<file path="src/rtl/spd_seq_pkg.sv">
package spd_seq_pkg;

    typedef enum logic [2:0] {
        ST_IDLE,
        ST_START,
        ST_TX,
        ST_RX,
        ST_STOP
    } seq_state_e;

    // Byte sent in each write frame: device address (write), word offset,
    // device address (read).
    function automatic logic [7:0] frame_byte(input logic [1:0] fr,
                                              input logic [6:0] dev,
                                              input logic [7:0] offs);
        logic [7:0] b;
        case (fr)
            2'd0:    b = {dev, 1'b0};
            2'd1:    b = offs;
            default: b = {dev, 1'b1};
        endcase
        return b;
    endfunction

endpackage

</file>
<file path="src/rtl/spd_qtr_tick.sv">
module spd_qtr_tick #(
    parameter int QTR_CLKS = 2
) (
    input  logic clk,
    input  logic rst_n,
    input  logic run_i,
    output logic tick_o
);
    localparam int CW = (QTR_CLKS > 1) ? $clog2(QTR_CLKS) : 1;

    generate
        if (QTR_CLKS == 1) begin : g_every
            assign tick_o = run_i;
        end else begin : g_count
            logic [CW-1:0] cnt_d, cnt_q;

            always_comb begin
                cnt_d = cnt_q;
                if (!run_i)
                    cnt_d = '0;
                else if (cnt_q == CW'(QTR_CLKS - 1))
                    cnt_d = '0;
                else
                    cnt_d = cnt_q + 1'b1;
            end

            always_ff @(posedge clk or negedge rst_n) begin
                if (!rst_n) cnt_q <= '0;
                else        cnt_q <= cnt_d;
            end

            assign tick_o = run_i && (cnt_q == CW'(QTR_CLKS - 1));

            AST_TICK_SPACED: assert property (@(posedge clk) disable iff (!rst_n)
                tick_o |=> !tick_o);
        end
    endgenerate

endmodule

</file>
<file path="src/rtl/spd_rx_shift.sv">
module spd_rx_shift #(
    parameter int W = 8
) (
    input  logic         clk,
    input  logic         rst_n,
    input  logic         shift_i,
    input  logic         bit_i,
    output logic [W-1:0] word_o
);
    logic [W-1:0] sh_d, sh_q;

    always_comb begin
        sh_d = sh_q;
        if (shift_i) sh_d = {sh_q[W-2:0], bit_i};
    end

    always_ff @(posedge clk or negedge rst_n) begin
        if (!rst_n) sh_q <= '0;
        else        sh_q <= sh_d;
    end

    assign word_o = sh_q;

endmodule

</file>
<file path="src/rtl/spd_seq_reader.sv">
module spd_seq_reader
    import spd_seq_pkg::*;
#(
    parameter int         HALF_CLKS   = 4,
    parameter int         N_BYTES     = 128,
    parameter logic [6:0] DEV_ADDR    = 7'h50,
    parameter logic [7:0] WORD_OFFSET = 8'h00,
    localparam int        IDXW        = $clog2(N_BYTES)
) (
    input  logic            clk,
    input  logic            rst_n,
    input  logic            start_i,
    output logic            scl_o,
    output logic            sda_oe_o,
    input  logic            sda_i,
    output logic            rd_valid_o,
    output logic [7:0]      rd_data_o,
    output logic [IDXW-1:0] rd_idx_o,
    output logic            done_o,
    output logic            err_o
);
    localparam int            QTR  = HALF_CLKS / 2;
    localparam logic [IDXW-1:0] LAST = IDXW'(N_BYTES - 1);

    typedef struct packed {
        seq_state_e      st;
        logic [1:0]      ph;
        logic [3:0]      bitn;
        logic [1:0]      frame;
        logic [IDXW-1:0] idx;
        logic            nak;
        logic            valid;
        logic            done;
        logic            err;
        logic            scl;
        logic            oe;
    } ctl_t;

    ctl_t n, q;
    logic tick, shift_en;
    logic [7:0] tx_sh;

    spd_qtr_tick #(.QTR_CLKS(QTR)) u_tick (
        .clk    (clk),
        .rst_n  (rst_n),
        .run_i  (q.st != ST_IDLE),
        .tick_o (tick)
    );

    spd_rx_shift #(.W(8)) u_shift (
        .clk     (clk),
        .rst_n   (rst_n),
        .shift_i (shift_en),
        .bit_i   (sda_i),
        .word_o  (rd_data_o)
    );

    always_comb begin
        n        = q;
        n.valid  = 1'b0;
        n.done   = 1'b0;
        shift_en = 1'b0;

        if (q.st == ST_IDLE) begin
            if (start_i) begin
                n.st    = ST_START;
                n.ph    = 2'd0;
                n.bitn  = 4'd0;
                n.frame = 2'd0;
                n.idx   = '0;
                n.err   = 1'b0;
            end
        end else if (tick) begin
            n.ph = q.ph + 2'd1;
            case (q.st)
                ST_START: if (q.ph == 2'd3) begin
                    n.st   = ST_TX;
                    n.bitn = 4'd0;
                end
                ST_TX: begin
                    if (q.ph == 2'd2 && q.bitn == 4'd8) n.nak = sda_i;
                    if (q.ph == 2'd3) begin
                        if (q.bitn != 4'd8) begin
                            n.bitn = q.bitn + 4'd1;
                        end else begin
                            n.bitn = 4'd0;
                            if (q.nak) begin
                                n.st  = ST_STOP;
                                n.err = 1'b1;
                            end else if (q.frame == 2'd0) begin
                                n.frame = 2'd1;
                            end else if (q.frame == 2'd1) begin
                                n.frame = 2'd2;
                                n.st    = ST_START;
                            end else begin
                                n.st = ST_RX;
                            end
                        end
                    end
                end
                ST_RX: begin
                    if (q.ph == 2'd2 && q.bitn != 4'd8) begin
                        shift_en = 1'b1;
                        if (q.bitn == 4'd7) n.valid = 1'b1;
                    end
                    if (q.ph == 2'd3) begin
                        if (q.bitn != 4'd8) begin
                            n.bitn = q.bitn + 4'd1;
                        end else begin
                            n.bitn = 4'd0;
                            if (q.idx == LAST) n.st = ST_STOP;
                            else               n.idx = q.idx + 1'b1;
                        end
                    end
                end
                ST_STOP: if (q.ph == 2'd3) begin
                    n.st   = ST_IDLE;
                    n.done = 1'b1;
                end
                default: n.st = ST_IDLE;
            endcase
        end

        // Line levels for the state being entered; phase 0 holds SDA.
        tx_sh = frame_byte(n.frame, DEV_ADDR, WORD_OFFSET) << n.bitn;
        case (n.st)
            ST_START: begin
                n.scl = (n.frame == 2'd0) || n.ph[1];
                if (n.ph == 2'd3)      n.oe = 1'b1;
                else if (n.ph != 2'd0) n.oe = 1'b0;
            end
            ST_TX: begin
                n.scl = n.ph[1];
                if (n.ph != 2'd0) n.oe = (n.bitn != 4'd8) && !tx_sh[7];
            end
            ST_RX: begin
                n.scl = n.ph[1];
                if (n.ph != 2'd0) n.oe = (n.bitn == 4'd8) && (n.idx != LAST);
            end
            ST_STOP: begin
                n.scl = n.ph[1];
                if (n.ph == 2'd1 || n.ph == 2'd2) n.oe = 1'b1;
                else if (n.ph == 2'd3)            n.oe = 1'b0;
            end
            default: begin
                n.scl = 1'b1;
                n.oe  = 1'b0;
            end
        endcase
    end

    always_ff @(posedge clk or negedge rst_n) begin
        if (!rst_n) begin
            q       <= '0;
            q.st    <= ST_IDLE;
            q.scl   <= 1'b1;
        end else begin
            q <= n;
        end
    end

    assign scl_o      = q.scl;
    assign sda_oe_o   = q.oe;
    assign rd_valid_o = q.valid;
    assign rd_idx_o   = q.idx;
    assign done_o     = q.done;
    assign err_o      = q.err;

    AST_IDLE_BUS_FREE: assert property (@(posedge clk) disable iff (!rst_n)
        (q.st == ST_IDLE) |-> (scl_o && !sda_oe_o));
    AST_SDA_STILL_SCL_HIGH: assert property (@(posedge clk) disable iff (!rst_n)
        ((q.st == ST_TX || q.st == ST_RX) && scl_o && $past(scl_o)) |-> $stable(sda_oe_o));
    AST_VALID_IN_READ: assert property (@(posedge clk) disable iff (!rst_n)
        rd_valid_o |-> (q.st == ST_RX));
    AST_ERR_NO_DATA: assert property (@(posedge clk) disable iff (!rst_n)
        err_o |-> !rd_valid_o);
    AST_DONE_RELEASED: assert property (@(posedge clk) disable iff (!rst_n)
        done_o |-> (scl_o && !sda_oe_o && q.st == ST_IDLE));

endmodule

</file>
<file path="config.mk">
export PLATFORM = sky130hd
export DESIGN_NAME = spd_seq_reader
export DESIGN_NICKNAME = d
export VERILOG_FILES = /design/src/rtl/spd_seq_pkg.sv /design/src/rtl/spd_qtr_tick.sv /design/src/rtl/spd_rx_shift.sv /design/src/rtl/spd_seq_reader.sv
export SDC_FILE = /design/constraint.sdc
export NUM_CORES = 1
export LEC_CHECK = 0
export ABC_AREA = 1
export BUFFER_PORTS_ARGS = -buffer_cell sky130_fd_sc_hd__buf_2
export CORE_MARGIN = 5
export CORE_UTILIZATION = 41
export DETAILED_ROUTE_END_ITERATION = 8
export PLACE_DENSITY = 0.58
export SLEW_MARGIN = 20
export SYNTH_ARGS = -nofsm -noshare
export SYNTH_HDL_FRONTEND = slang
export SYNTH_SLANG_ARGS = --single-unit
</file>
<file path="constraint.sdc">
create_clock -name clk -period 4.6 [get_ports clk]
set_input_delay 0.92 -clock clk [delete_from_list [all_inputs] [get_ports clk]]
set_output_delay 0.92 -clock clk [all_outputs]
set_load 0.01 [all_outputs]
</file>
==> flow_summary.json <==
{
  "status": "completed",
  "antenna_found_initial": 0,
  "synth_largest_area_cell": "dfrtp_1",
  "critPathBufInv": 1,
  "cp.required_ns": 4.78,
  "io_buffer_count": 23,
  "grt_pass1_wl_um": 8528,
  "setup_tns_ns": 0,
  "placedCellCount": 391,
  "dieArea_um2": 7079,
  "r2r-start": "q[15]",
  "p_int_mw": 0.4677,
  "r2r_slack_ns": 2.39,
  "irDropWorstVdd_mv": 0.1126,
  "max_cap_viol_count": 0,
  "report.final.slew_viol_count": 0,
  "routed_wl_um": 4796,
  "yosys.cell_types.count": 34,
  "tightestPinTransition_ns": 0.7399,
  "postSynthAreaPerCell_um2": 7.316,
  "max_freq_mhz": 451.6,
  "swShare_pct": 19.61,
  "ios": 24,
  "leakage_nw": 1.254,
  "layout.nets": 340,
  "finalCriticalPeriod_ns": 2.215,
  "cpMaxStageDelayCell": "dfrtp_1",
  "fp-row-count": 27,
  "clock_latency_ns": 0.28,
  "design.core.area_um2": 5439,
  "clkPwrFrac_pct": 48.8,
  "clk_pin_slew_ns": 0.07,
  "critical_path_class": "reg2reg",
  "insertedDiodeCount": 0,
  "antenna_left": 0,
  "dp_hpwl_um": 3711,
  "p_sw_mw": 0.1141,
  "power_density_nw_per_um2": 233.1,
  "drtIter0Drc": 62,
  "instances_no_fill": 399,
  "cts_made_buffers": 5,
  "cp.depth": 15,
  "via_per_inst": 4.737,
  "start_util_pct": 41.43,
  "hp-class": "reg2reg",
  "postCtsSetupBuffers": 0,
  "final_common_cell": "nand2_1",
  "synth_edf_count": 0,
  "slew_headroom_pct": 50.68,
  "layout_common_cells": "nand2_1, inv_1, nor2_1",
  "cts_tree": "built",
  "critPathLaunch": "q[15]",
  "grt_setup_unrepaired": "no",
  "first_pass_iters": 4,
  "worstPathArrival_ns": 2.39,
  "place.gp.congestion": 0.8695,
  "hold_buffers": 0,
  "cp_max_fo": 8,
  "synthTopCellsByArea": "dfrtp_1, nand2_1, inv_1",
  "post_drt_wl_per_cell_um": 12.02,
  "drive_gt1_share_pct": 18.04,
  "skew_ns": 0.005425,
  "grt_pass1_vias": 1858,
  "crit_chain": "inv_1 -> ha_1 -> nand2_1 -> nor2_1 -> nand3_4 -> nor2_8 -> nand3b_1 -> nand2_1 -> nand2_1 -> nor2_1 -> nand2_1 -> nand2_1 -> nand2_1 -> nor2_1 -> nor2_1",
  "cts.sinks": 33,
  "areaGrowthSynthToFinish_pct": 10.77,
  "setup_viol": 0,
  "cts_root_buffer": "clkbuf_8",
  "crit_path_frequent_cell": "nand2_1",
  "htreeDepth": 2,
  "via_count": 1890,
  "cts_resized": 0,
  "critical-path-max-stage-delay_ns": 0.41,
  "yosysWarnings": 0,
  "hold_violations": 0,
  "grt_usage_pct": 14.95,
  "yosysSeqAreaShare_pct": 36.70,
  "hold_depth": 2,
  "clk_path_buf_depth": 2,
  "die_h_um": 84.14,
  "synth_top_area_share_pct": 35.54,
  "fin_total_pwr_mw": 0.5819,
  "pwr-share-seq_pct": 49.9,
  "final_util_pct": 45.89,
  "worstSetupStartpointType": "flip-flop",
  "synth_ff_type": "dfrtp_1",
  "syn_nets": 322,
  "drc_errors": 0,
  "cp-end-kind": "flip-flop",
  "reg2reg_depth": 15,
  "synth_area_um2": 2253,
  "ys_async_sr_fraction_pct": 100.0,
  "syn_inst": 308,
  "die_x_um": 84.14,
  "grt.overflow.total": 0,
  "fin_crit_sh_pct": 48.14,
  "comb_power_share_pct": 1.3,
  "ys_seq_elements": 33,
  "cp_top_family": "simple AND/OR/NAND/NOR gates",
  "grt_start_max_net_pins": 34,
  "hp-start": "u_shift.word_o[7]"
}
==> worst reg2reg max path: stages (launching register included) <==
cell	delay [ns]
dfrtp_1	0.41
inv_1	0.11
ha_1	0.22
nand2_1	0.07
nor2_1	0.34
nand3_4	0.15
nor2_8	0.15
nand3b_1	0.09
nand2_1	0.09
nand2_1	0.05
nor2_1	0.10
nand2_1	0.10
nand2_1	0.07
nand2_1	0.05
nor2_1	0.08
nor2_1	0.04
==> worst paths after layout <==
| check | end |
|---|---|
| worst max-delay path | sda_oe_o |
| worst min-delay path | u_shift.word_o[7] |
| worst max register to register | sda_oe_o |
| worst min register to register | u_shift.word_o[7] |
| max in group asynchronous | u_shift.word_o[2] |
| min in group asynchronous | rd_idx_o[3] |
==> final cells by class <==
class | count | area [µm²]
clock buffers | 7 | 86.33
clock inverters | 1 | 30.03
fillers | 563 | 2943
inverters | 42 | 165.2
multi-input cells | 221 | 1182
flip-flops and latches | 33 | 827.0
well taps | 72 | 90.09
repair buffers | 23 | 115.1
==> state kept, by name, summed over array words and instances (netlist names) <==
name / cells
rd_idx_o: 7
u_tick.g_count.cnt_q: 1
err_o: 1
sda_oe_o: 1
u_shift.word_o: 8
done_o: 1
q: 12
scl_o: 1
rd_valid_o: 1
==> layer usage <==
layer,GRT usage (%),routed length (µm)
met1,19.31,2198
met2,24.10,2322
met3,3.925,226
met4,5.409,49
met5,0,0
==> power groups by stage <==
stage	clock, mW	sequential (mW)	combinational (mW)
final	0.284	0.290	0.00752
after CTS	0.292	0.290	0.00828
after floorplan	0	0.296	0.000533
after global placement	0	0.296	0.00823
after detailed placement	0	0.296	0.00829
after global routing	0.308	0.290	0.00929
==> synth_stat cells (2+ instances only) <==
library cell  instances
nand2_1              87
inv_1                37
nor2_1               36
dfrtp_1              32
nand3_1              26
a21oi_1              11
ha_1                 10
o21ai_0              10
buf_4                 8
nand4_1               7
nor2_2                6
inv_2                 4
nand2_2               3
nor2_4                3
xor2_1                3
a21oi_2               2
clkbuf_2              2
nand2_8               2
nand3_2               2
nand3b_1              2
o21ai_1               2
==> through the flow <==
step	instance area, µm²	setup WS, ns	hold WS (ns)
after detailed placement	2380	2.284	0.4685
after floorplan	2253	2.628	0.4910
after CTS	2496	2.338	0.4851
final	2496	2.385	0.4754
after global routing	2496	2.088	0.5474
after global placement	2380	2.291	0.4617
==> logic make-up (layout without fill, tap and decap cells) <==
kind of cell             count (synthesis)  count (layout)  share of synthesized area [%]
flip-flops                              33              33                          36.70
AO/OA/AOI/OAI                           27              27                          6.719
adder cells (fa/ha/maj)                 10              10                          5.552
multiplexers                             1               1                         0.4997
buffers and inverters                   54              73                          10.83
AND/OR/NAND/NOR                        179             179                          38.15
XOR/XNOR                                 4               4                          1.555
Note: power is estimated with default switching activity, not from simulation.
